==> src/rtl/ctl_alu.sv <==
`timescale 1ns/1ps
module ctl_alu #(
  parameter int W = 16
) (
  input  logic [W-1:0] op_a,
  input  logic [W-1:0] op_b,
  input  logic         clr_a,
  input  logic         inv_a,
  input  logic         clr_b,
  input  logic         inv_b,
  input  logic         sel_add,
  input  logic         inv_out,
  output logic [W-1:0] res,
  output logic         is_zero,
  output logic         is_neg
);
  localparam int H = W / 2;

  logic [W-1:0] a_z, b_z, a_c, b_c;
  logic [W-1:0] sum_v, and_v, fn_v;
  logic [W-1:0] cy;
  logic         lo_any, hi_any;

  assign a_z = clr_a ? '0 : op_a;
  assign b_z = clr_b ? '0 : op_b;
  assign a_c = inv_a ? ~a_z : a_z;
  assign b_c = inv_b ? ~b_z : b_z;

  assign cy[0] = 1'b0;
  for (genvar i = 0; i < W; i++) begin : g_fa
    assign sum_v[i] = a_c[i] ^ b_c[i] ^ cy[i];
    if (i < W - 1) begin : g_cy
      assign cy[i+1] = (a_c[i] & b_c[i]) | (cy[i] & (a_c[i] ^ b_c[i]));
    end
  end

  assign and_v = a_c & b_c;
  assign fn_v  = sel_add ? sum_v : and_v;
  assign res   = inv_out ? ~fn_v : fn_v;

  assign lo_any  = |res[H-1:0];
  assign hi_any  = |res[W-1:H];
  assign is_zero = ~(lo_any | hi_any);
  assign is_neg  = res[W-1];

  always_comb begin

    if (clr_a) clr_a_chk: assert (a_c == {W{inv_a}});

    if (sel_add) ripple_sum_chk: assert (sum_v == W'(a_c + b_c));

    zero_flag_chk: assert (is_zero == (res == '0));

    if (is_neg) sign_flag_chk: assert ($signed(res) < 0);
  end
endmodule

==> config.mk <==
export PLATFORM = sky130hd
export DESIGN_NAME = ctl_alu
export DESIGN_NICKNAME = d
export VERILOG_FILES = /design/src/rtl/ctl_alu.sv
export SDC_FILE = /design/constraint.sdc
export NUM_CORES = 1
export LEC_CHECK = 0
export ABC_AREA = 1
export BUFFER_PORTS_ARGS = -buffer_cell sky130_fd_sc_hd__buf_2
export CORE_MARGIN = 8
export CORE_UTILIZATION = 49
export DETAILED_ROUTE_END_ITERATION = 6
export MAX_ROUTING_LAYER = met4
export PLACE_DENSITY = 0.82
export SLEW_MARGIN = 10
export SYNTH_ARGS = -nofsm -noshare
export SYNTH_HDL_FRONTEND = slang
export SYNTH_SLANG_ARGS = --single-unit
==> constraint.sdc <==
create_clock -name vclk -period 13.12
set_clock_uncertainty 0.15 [all_clocks]
set_input_delay 3.28 -clock vclk [all_inputs]
set_output_delay 3.28 -clock vclk [all_outputs]
set_load 0.005 [all_outputs]
-- Word-level counts from Yosys, hierarchy flattened
Index checks and enable logic that the tools add are counted.
- $mul: 0
- shift-type cells: 0
- muxes and demuxes: 6
- bitwise operators: 80
- reductions and logical operators: 2
- add/subtract/negate cells: 0
- $lt $le $gt $ge: 0
- equality and inequality tests: 0
- div/mod/pow operators: 0
- operators by type and width (kind ; count):
    $mux W16 ; 6
    $not A16 Y16 ; 3
    $xor A1 B1 Y1 ; 31
    $and A1 B1 Y1 ; 29
    $and A16 B16 Y16 ; 1
    $reduce_or A8 Y1 ; 2
    $or A1 B1 Y1 ; 15
    $not A1 Y1 ; 1
- input bits: 38
- bits in writable memories: 0
- memory bits (read-only): 0
- bits in latches: 0
- memories: 0
- register bits: 0
- output and inout bits: 18

-- Logic depth before layout (Yosys ltp)
Gate-level depths: netlist of run 1.
- word-level depth: 39
- mapped depth: 32

-- Worst setup path before layout of run 1
OpenSTA, ideal clock, no wires.
- path kind: input to output
- start point: input inv_b
- end point: output is_zero
- stages on the path: 29
- path slack: -0.580 ns
- required time: 9.690 ns
- arrival: 10.270 ns
- buffers on the path: 2
- cell sequence: buf_2 > buf_2 > xor2_1 > inv_1 > ha_1 > inv_1 > fa_1 > fa_1 > fa_1 > inv_1 > fa_1 > fa_1 > fa_1 > fa_1 > fa_1 > fa_1 > fa_1 > fa_1 > fa_1 > fa_1 > inv_1 > fa_1 > nand2_1 > o211ai_1 > nand2_1 > nand2_1 > nor2_1 > nand2_1 > nor2_1
- cells in the longest elaborated chain, start to end: 37
- RTL lines (element ; RTL line ; source):
    start, declared ; 10 ; input logic inv_b,
    $mux W16 (*) ; 27 ; assign b_c = inv_b ? ~b_z : b_z;
    $and A1 B1 Y1 or $xor A1 B1 Y1 (tied branches) ; 33, 31 ;
    $and A1 B1 Y1 ; 33 ; assign cy[i+1] = (a_c[i] & b_c[i]) | (cy[i] & (a_c[i] ^ b_c[i]));
    $or A1 B1 Y1 ; 33 ;
    $and A1 B1 Y1 ; 33 ;
    $or A1 B1 Y1 ; 33 ;
    $and A1 B1 Y1 ; 33 ;
    $or A1 B1 Y1 ; 33 ;
    [... 21 more ...] ; n/a ;
    $or A1 B1 Y1 ; 33 ;
    $xor A1 B1 Y1 ; 31 ; assign sum_v[i] = a_c[i] ^ b_c[i] ^ cy[i];
    $mux W16 (*) ; 38 ; assign fn_v = sel_add ? sum_v : and_v;
    $not A16 Y16 ; 39 ; assign res = inv_out ? ~fn_v : fn_v;
    $mux W16 (*) ; 39 ;
    $reduce_or A8 Y1 ; 42 ; assign hi_any = |res[W-1:H];
    $or A1 B1 Y1 (*) ; 43 ; assign is_zero = ~(lo_any | hi_any);
    $not A1 Y1 (*) ; 43 ;
    end, declared ; 14 ; output logic is_zero,
Mark *: on every way between the ends. The rest lies on a longest branch, timed or not.

-- Final worst setup path of run 1
- start point: input clr_b
- end point: output is_zero
- cells in the longest elaborated chain, start to end: 39
- RTL lines (element ; RTL line ; source):
    start, declared ; 9 ; input logic clr_b,
    $mux W16 (*) ; 25 ; assign b_z = clr_b ? '0 : op_b;
    $not A16 Y16 ; 27 ;
    $mux W16 (*) ; 27 ;
    $and A1 B1 Y1 or $xor A1 B1 Y1 (tied branches) ; 33, 31 ;
    $and A1 B1 Y1 ; 33 ;
    $or A1 B1 Y1 ; 33 ;
    $and A1 B1 Y1 ; 33 ;
    $or A1 B1 Y1 ; 33 ;
    [... 23 more ...] ; n/a ;
    $or A1 B1 Y1 ; 33 ;
    $xor A1 B1 Y1 ; 31 ;
    $mux W16 (*) ; 38 ;
    $not A16 Y16 ; 39 ;
    $mux W16 (*) ; 39 ;
    $reduce_or A8 Y1 ; 42 ;
    $or A1 B1 Y1 (*) ; 43 ;
    $not A1 Y1 (*) ; 43 ;
Marks and branches as above.

==> results of run 1 <==
## timing repair
| item | 4_1_cts | 5_1_grt |
|---|---|---|
| resized for setup | 3 | 3 |
| buffers inserted | 0 | 0 |
| pin swaps | 4 | 14 |
| endpoints found under the setup margin | 4 | 3 |
| gates cloned | 0 | 0 |
## cell type report
type,count,area [µm²]
Multi-Input combinational cell,208,1401
Fill cell,340,1297
Timing Repair Buffer,64,340.3
Inverter,61,240.2
Tap cell,46,57.56
## per-layer routing
metal	global-route usage	part of all wire
met1	0.1972	0.48
met2	0.2274	0.46
met5	-	0
met4	0.006522	0.0037
met3	0.006658	0.058
## metrics by stage
step	cells	setup slack, ns	hold slack, ns	instance area [µm²]
detailed placement	379	-0.2839	6.918	2019
global placement	379	-0.1506	6.914	2019
floorplan	283	0.02637	6.693	1744
global route	379	-0.01623	6.970	2039
CTS	379	0.05956	6.919	2022
finish	379	0.3460	6.908	2039
## cell families after synthesis
kind of cell,count (synthesis),share of synthesized area
buffers and inverters,75,0.2015
AND/OR/NAND/NOR,142,0.3351
XOR/XNOR,32,0.1653
AO/OA/AOI/OAI,4,0.01475
adder cells (fa/ha/maj),30,0.2834
## worst min path at each step
stage,from,endpoint,depth (start not counted)
6_report,inv_out,res[1],4
5_1_grt,inv_out,res[1],4
4_1_cts,inv_out,res[1],4
3_5_place_dp,inv_out,res[1],4
3_3_place_gp,inv_out,res[1],4
2_1_floorplan,inv_out,res[11],4
## critical path, delay by kind of cell
kind            cells  cell delay, ns
buf+inv             7            0.54
fa+ha+maj          15            4.75
simple gates        7            0.51
xor+xnor            1            0.15
compound gates      1            0.09
## report_power, final
| part | total [mW] | switching [mW] | internal (mW) |
|---|---|---|---|
| Combinational | 0.113 | 0.0640 | 0.0493 |
| Clock | 0 | 0 | 0 |
| Sequential | 0 | 0 | 0 |
## cells in the final DEF (no fill, tap or decap), drive strengths merged
cell and count:
nand2 118, buf 64, inv 60, xor2 32, nand3 18, ha 16
fa 14, nor2 5, o211ai 2, o21ai 2, clkinvlp 1, or2 1
==> metrics.md, run 1 <==
| Metric | Value |
|---|---|
| Worst-margin pin slew | `between 0.4 and 0.5 ns` |
| DR DRC count | `0` |
| Chip width | `74.82 µm` |
| Pin count of the biggest net entering global routing | `26` |
| Setup crit end kind | `primary output` |
| Top cells by count, synth | `nand2_1, inv_1, xor2_1` |
| Count leader, synth | `nand2_1` |
| First-pass GRT wire length | `6.465 mm` |
| CP peak stage delay | `roughly 0.40 ns` |
| Setup TNS Final | `0 ns` |
| Layout cell share with drive strength beyond 1 | `0.2673` |
| GRT Overall Usage | `0.1411` |
| Final Setup Violations | `0` |
| Synth unique cells | `19` |
| Seq_cells | `0` |
| Yosys warning total | `0` |
| Post-layout min period | `about 13 ns` |
| Worst Path Arrival | `between 9 and 10 ns` |
| Synth Instances | `between 200 and 300` |
| Crit-path most repeated cell | `fa_2` |
| Hold Vio Cnt, Final | `0` |
| Starting Density | `0.5081` |
| GR Overflow Total | `0` |
| CP Launch Type | `input port` |
| Initial antenna violation count | `0` |
| Post-Syn Area per Cell | `5.991 µm²` |
| Hold WC Path Type | `input port to primary output` |
| # Max-Cap Violations | `0` |
| I/O pin count | `56` |
| Worst rel slew slack | `0.6925` |
| WS Path Type | `input port to primary output` |
| Vias in the first global route | `1540` |
| Core Footprint | `0.003337 mm²` |
| Drt total wl | `around 3.7 mm` |
| Final GP Congestion | `0.7678` |
| Post-route clock period utilization | `0.9736` |
| Final core occ | `0.6112` |
| Peak supply drop | `about 0.000020 V` |
| Final Max Tran Viols | `0` |
| NumNets Final | `a little over 400` |
| Hold-fix buffers, CTS | `0` |
| P_leak | `around 1.3 nW` |
| Seq/Total Area, Yosys | `0` |
| CP required | `between 9 and 10 ns` |
| CP max FO | `2` |
| Routed length per instance | `9.884 µm` |
| Pwr dens | `about 56 mW/mm²` |
| Clock buf count | `0` |
| Post-route ant nets | `0` |
| Total power | `0.1133 mW` |
| Port bufs | `56` |
| Fmax | `78.28 MHz` |
| Dominant cell type by area after synthesis | `nand2_1` |
| Outcome | `complete, no violations` |
| Register area | `0 µm²` |
| Die ar. | `0.005598 mm²` |
| Die extent in y | `74.82 µm` |
| Share of the synthesized area in the top cell type | `0.2524` |
| Area grow syn2layout | `20.30%` |
| Vias/cell | `4.280` |
| Crit path capture | `is_zero` |
| Syn Std Cell Area | `about 0.0017 mm²` |
| DRT Pass-1 Iters | `4` |
| Drt first-iter violations | `between 100 and 150` |
| Synthesized Nets | `351` |
| Critical path launch point | `clr_b` |
| Critical Path Slowest Stage Cell | `fa_2` |
| Top area cells in the synthesized netlist | `nand2_1, fa_1, xor2_1, inv_1, ha_1` |
| HPWL after DPL | `approximately 3.3 mm` |
| Diode count | `0` |
| Via count | `roughly 1600` |
| Rows | `21` |
Note: power is estimated with default switching activity, not from simulation.
==> run 2: changes to the inputs <==
SETUP_SLACK_MARGIN = 0.5   (was default)
==> run 2 against run 1 <==
Compared with the run above: first-iteration DRC count increased by 24%; via count rose by 1.5%; combinational power hardly changed; maximum frequency barely moved; cell count fell by 0.79%; worst hold slack improved by 0.0063 ns; critical endpoint unchanged.
==> metrics.md, run 2 (synthesis gave the netlist of run 1 again) <==
| Metric | Value |
|---|---|
| Outcome | `complete, no violations` |
| DR DRC count | `0 (unchanged)` |
| Fmax | `78.36 MHz (about the same)` |
| Worst Path Arrival | `9.33 ns (about the same)` |
| Starting Density | `0.5081 (unchanged)` |
| Post-layout min period | `12.76 ns (-0.01213 ns)` |
| Die ar. | `0.005598 mm² (unchanged)` |
| Post-route cell area | `0.002019 mm² (-0.98%)` |
| Pwr dens | `56.92 mW/mm² (+2.5%)` |
| Post-Place Cell Area | `0.001989 mm² (-1.5%)` |
| DP Cell Count | `375 (-1.1%)` |
| CP max FO | `3 (+1)` |
| GR Overflow Total | `0 (unchanged)` |
| Clock buf count | `0 (unchanged)` |
| # Max-Cap Violations | `0 (unchanged)` |
| Layout Cells excl Fill | `376 (-0.79%)` |
| Pin count of the biggest net entering global routing | `26 (unchanged)` |
| Most common cell after layout, fill and taps aside | `nand2_1` |
| P_leak | `1.238 nW (-1.2%)` |
| Worst rel slew slack | `0.7104 (+0.01796)` |
| Rows | `21 (unchanged)` |
| Setup crit end kind | `primary output` |
| Vias/cell | `4.378 (+2.3%)` |
| Hold-fix buffers, CTS | `0 (unchanged)` |
| Final Setup Violations | `0 (unchanged)` |
| CP peak stage delay | `0.39 ns (about the same)` |
| Area grow syn2layout | `19.11%` |
| Diode count | `0 (unchanged)` |
| Crit-path most repeated cell | `fa_2` |
| Die extent in y | `74.82 µm (unchanged)` |
| Final Max Tran Viols | `0 (unchanged)` |
| HPWL after DPL | `3.409 mm (+2.9%)` |
| Drt total wl | `3.775 mm (+0.77%)` |
| Drt first-iter violations | `134 (+24%)` |
| RSZ-0062 raised after global routing | `true` |
| NumNets Final | `400 (-0.74%)` |
| First-pass GRT wire length | `6.479 mm (+0.22%)` |
| Seq_cells | `0 (unchanged)` |
| Final GP Congestion | `0.8366 (+9.0%)` |
| Routed length per instance | `10.04 µm (+1.6%)` |
| Initial antenna violation count | `0 (unchanged)` |
| Peak supply drop | `0.00002237 V (+13%)` |
| Via count | `1646 (+1.5%)` |
| Vias in the first global route | `1572 (+2.1%)` |
| Post-route ant nets | `0 (unchanged)` |
| Core Footprint | `0.003337 mm² (unchanged)` |
| GRT Overall Usage | `0.1400 (-0.001087)` |
| Critical Path Slowest Stage Cell | `fa_2` |
| I/O pin count | `56 (unchanged)` |
| CP top delay family | `adder cells` |
| Register area | `0 µm² (unchanged)` |
| Port bufs | `56 (unchanged)` |
| CP required | `9.69 ns (about the same)` |
| WS Path Type | `input port to primary output` |
| Setup TNS Final | `0 ns (unchanged)` |
| Worst-margin pin slew | `0.4343 ns (-0.02694 ns)` |
| Most frequent cells in the layout | `nand2_1, inv_1, buf_2` |
| DRT Pass-1 Iters | `4 (unchanged)` |
| Layout cell share with drive strength beyond 1 | `0.2667 (-0.0006006)` |
| WP buf/inv | `7 (unchanged)` |
| Post-route clock period utilization | `0.9727 (about the same)` |
| CP Launch Type | `input port` |
| Hold Vio Cnt, Final | `0 (unchanged)` |
| Hold WC Path Type | `input port to primary output` |
| Chip width | `74.82 µm (unchanged)` |
run 2: worst paths after layout:
kind	endpoint	cells past startpoint	slack, ns	start
max	is_zero	31	0.36	clr_b
min	res[1]	4	6.91	inv_out
run 2: area by class of cell:
class                           instances  area [µm²]
Inverter                               61       240.2
Timing Repair Buffer                   61       330.3
Fill cell                             348        1318
Tap cell                               46       57.56
Multi-Input combinational cell        208        1391
run 2: tightest hold or removal path, stage by stage:
cell     delay (ns)
buf_2          0.21
nand2_1        0.11
nand2_1        0.06
buf_2          0.13
run 2: power by group:
group	internal, mW	switching [mW]	leakage (nW)
registers	0	0	0
logic	0.0499	0.0650	1.24
clock network	0	0	0
run 2: timing repair:
action,4_1_cts,5_1_grt
endpoints found under the setup margin,4,4
resized for setup,9,0
pin swaps,2,1
buffers inserted,1,0
run 2: per-stage QoR:
stage	hold WS, ns	setup WS [ns]	total power [mW]	utilization
2_1_floorplan	6.693	0.5177	0.08266	-
5_1_grt	6.989	0.07269	0.1333	0.6052
3_5_place_dp	6.920	0.1910	0.1133	0.5962
3_3_place_gp	6.917	0.3130	0.1097	0.5962
4_1_cts	6.919	0.3634	0.1166	0.6052
6_report	6.914	0.3582	0.1150	0.6052
run 2: per-layer routing:
layer	share of wire	routed length (µm)	GRT usage
met4	0.0032	12	0.01304
met2	0.47	1791	0.2342
met5	0	0	-
met1	0.47	1771	0.1858
met3	0.053	200	0.007989
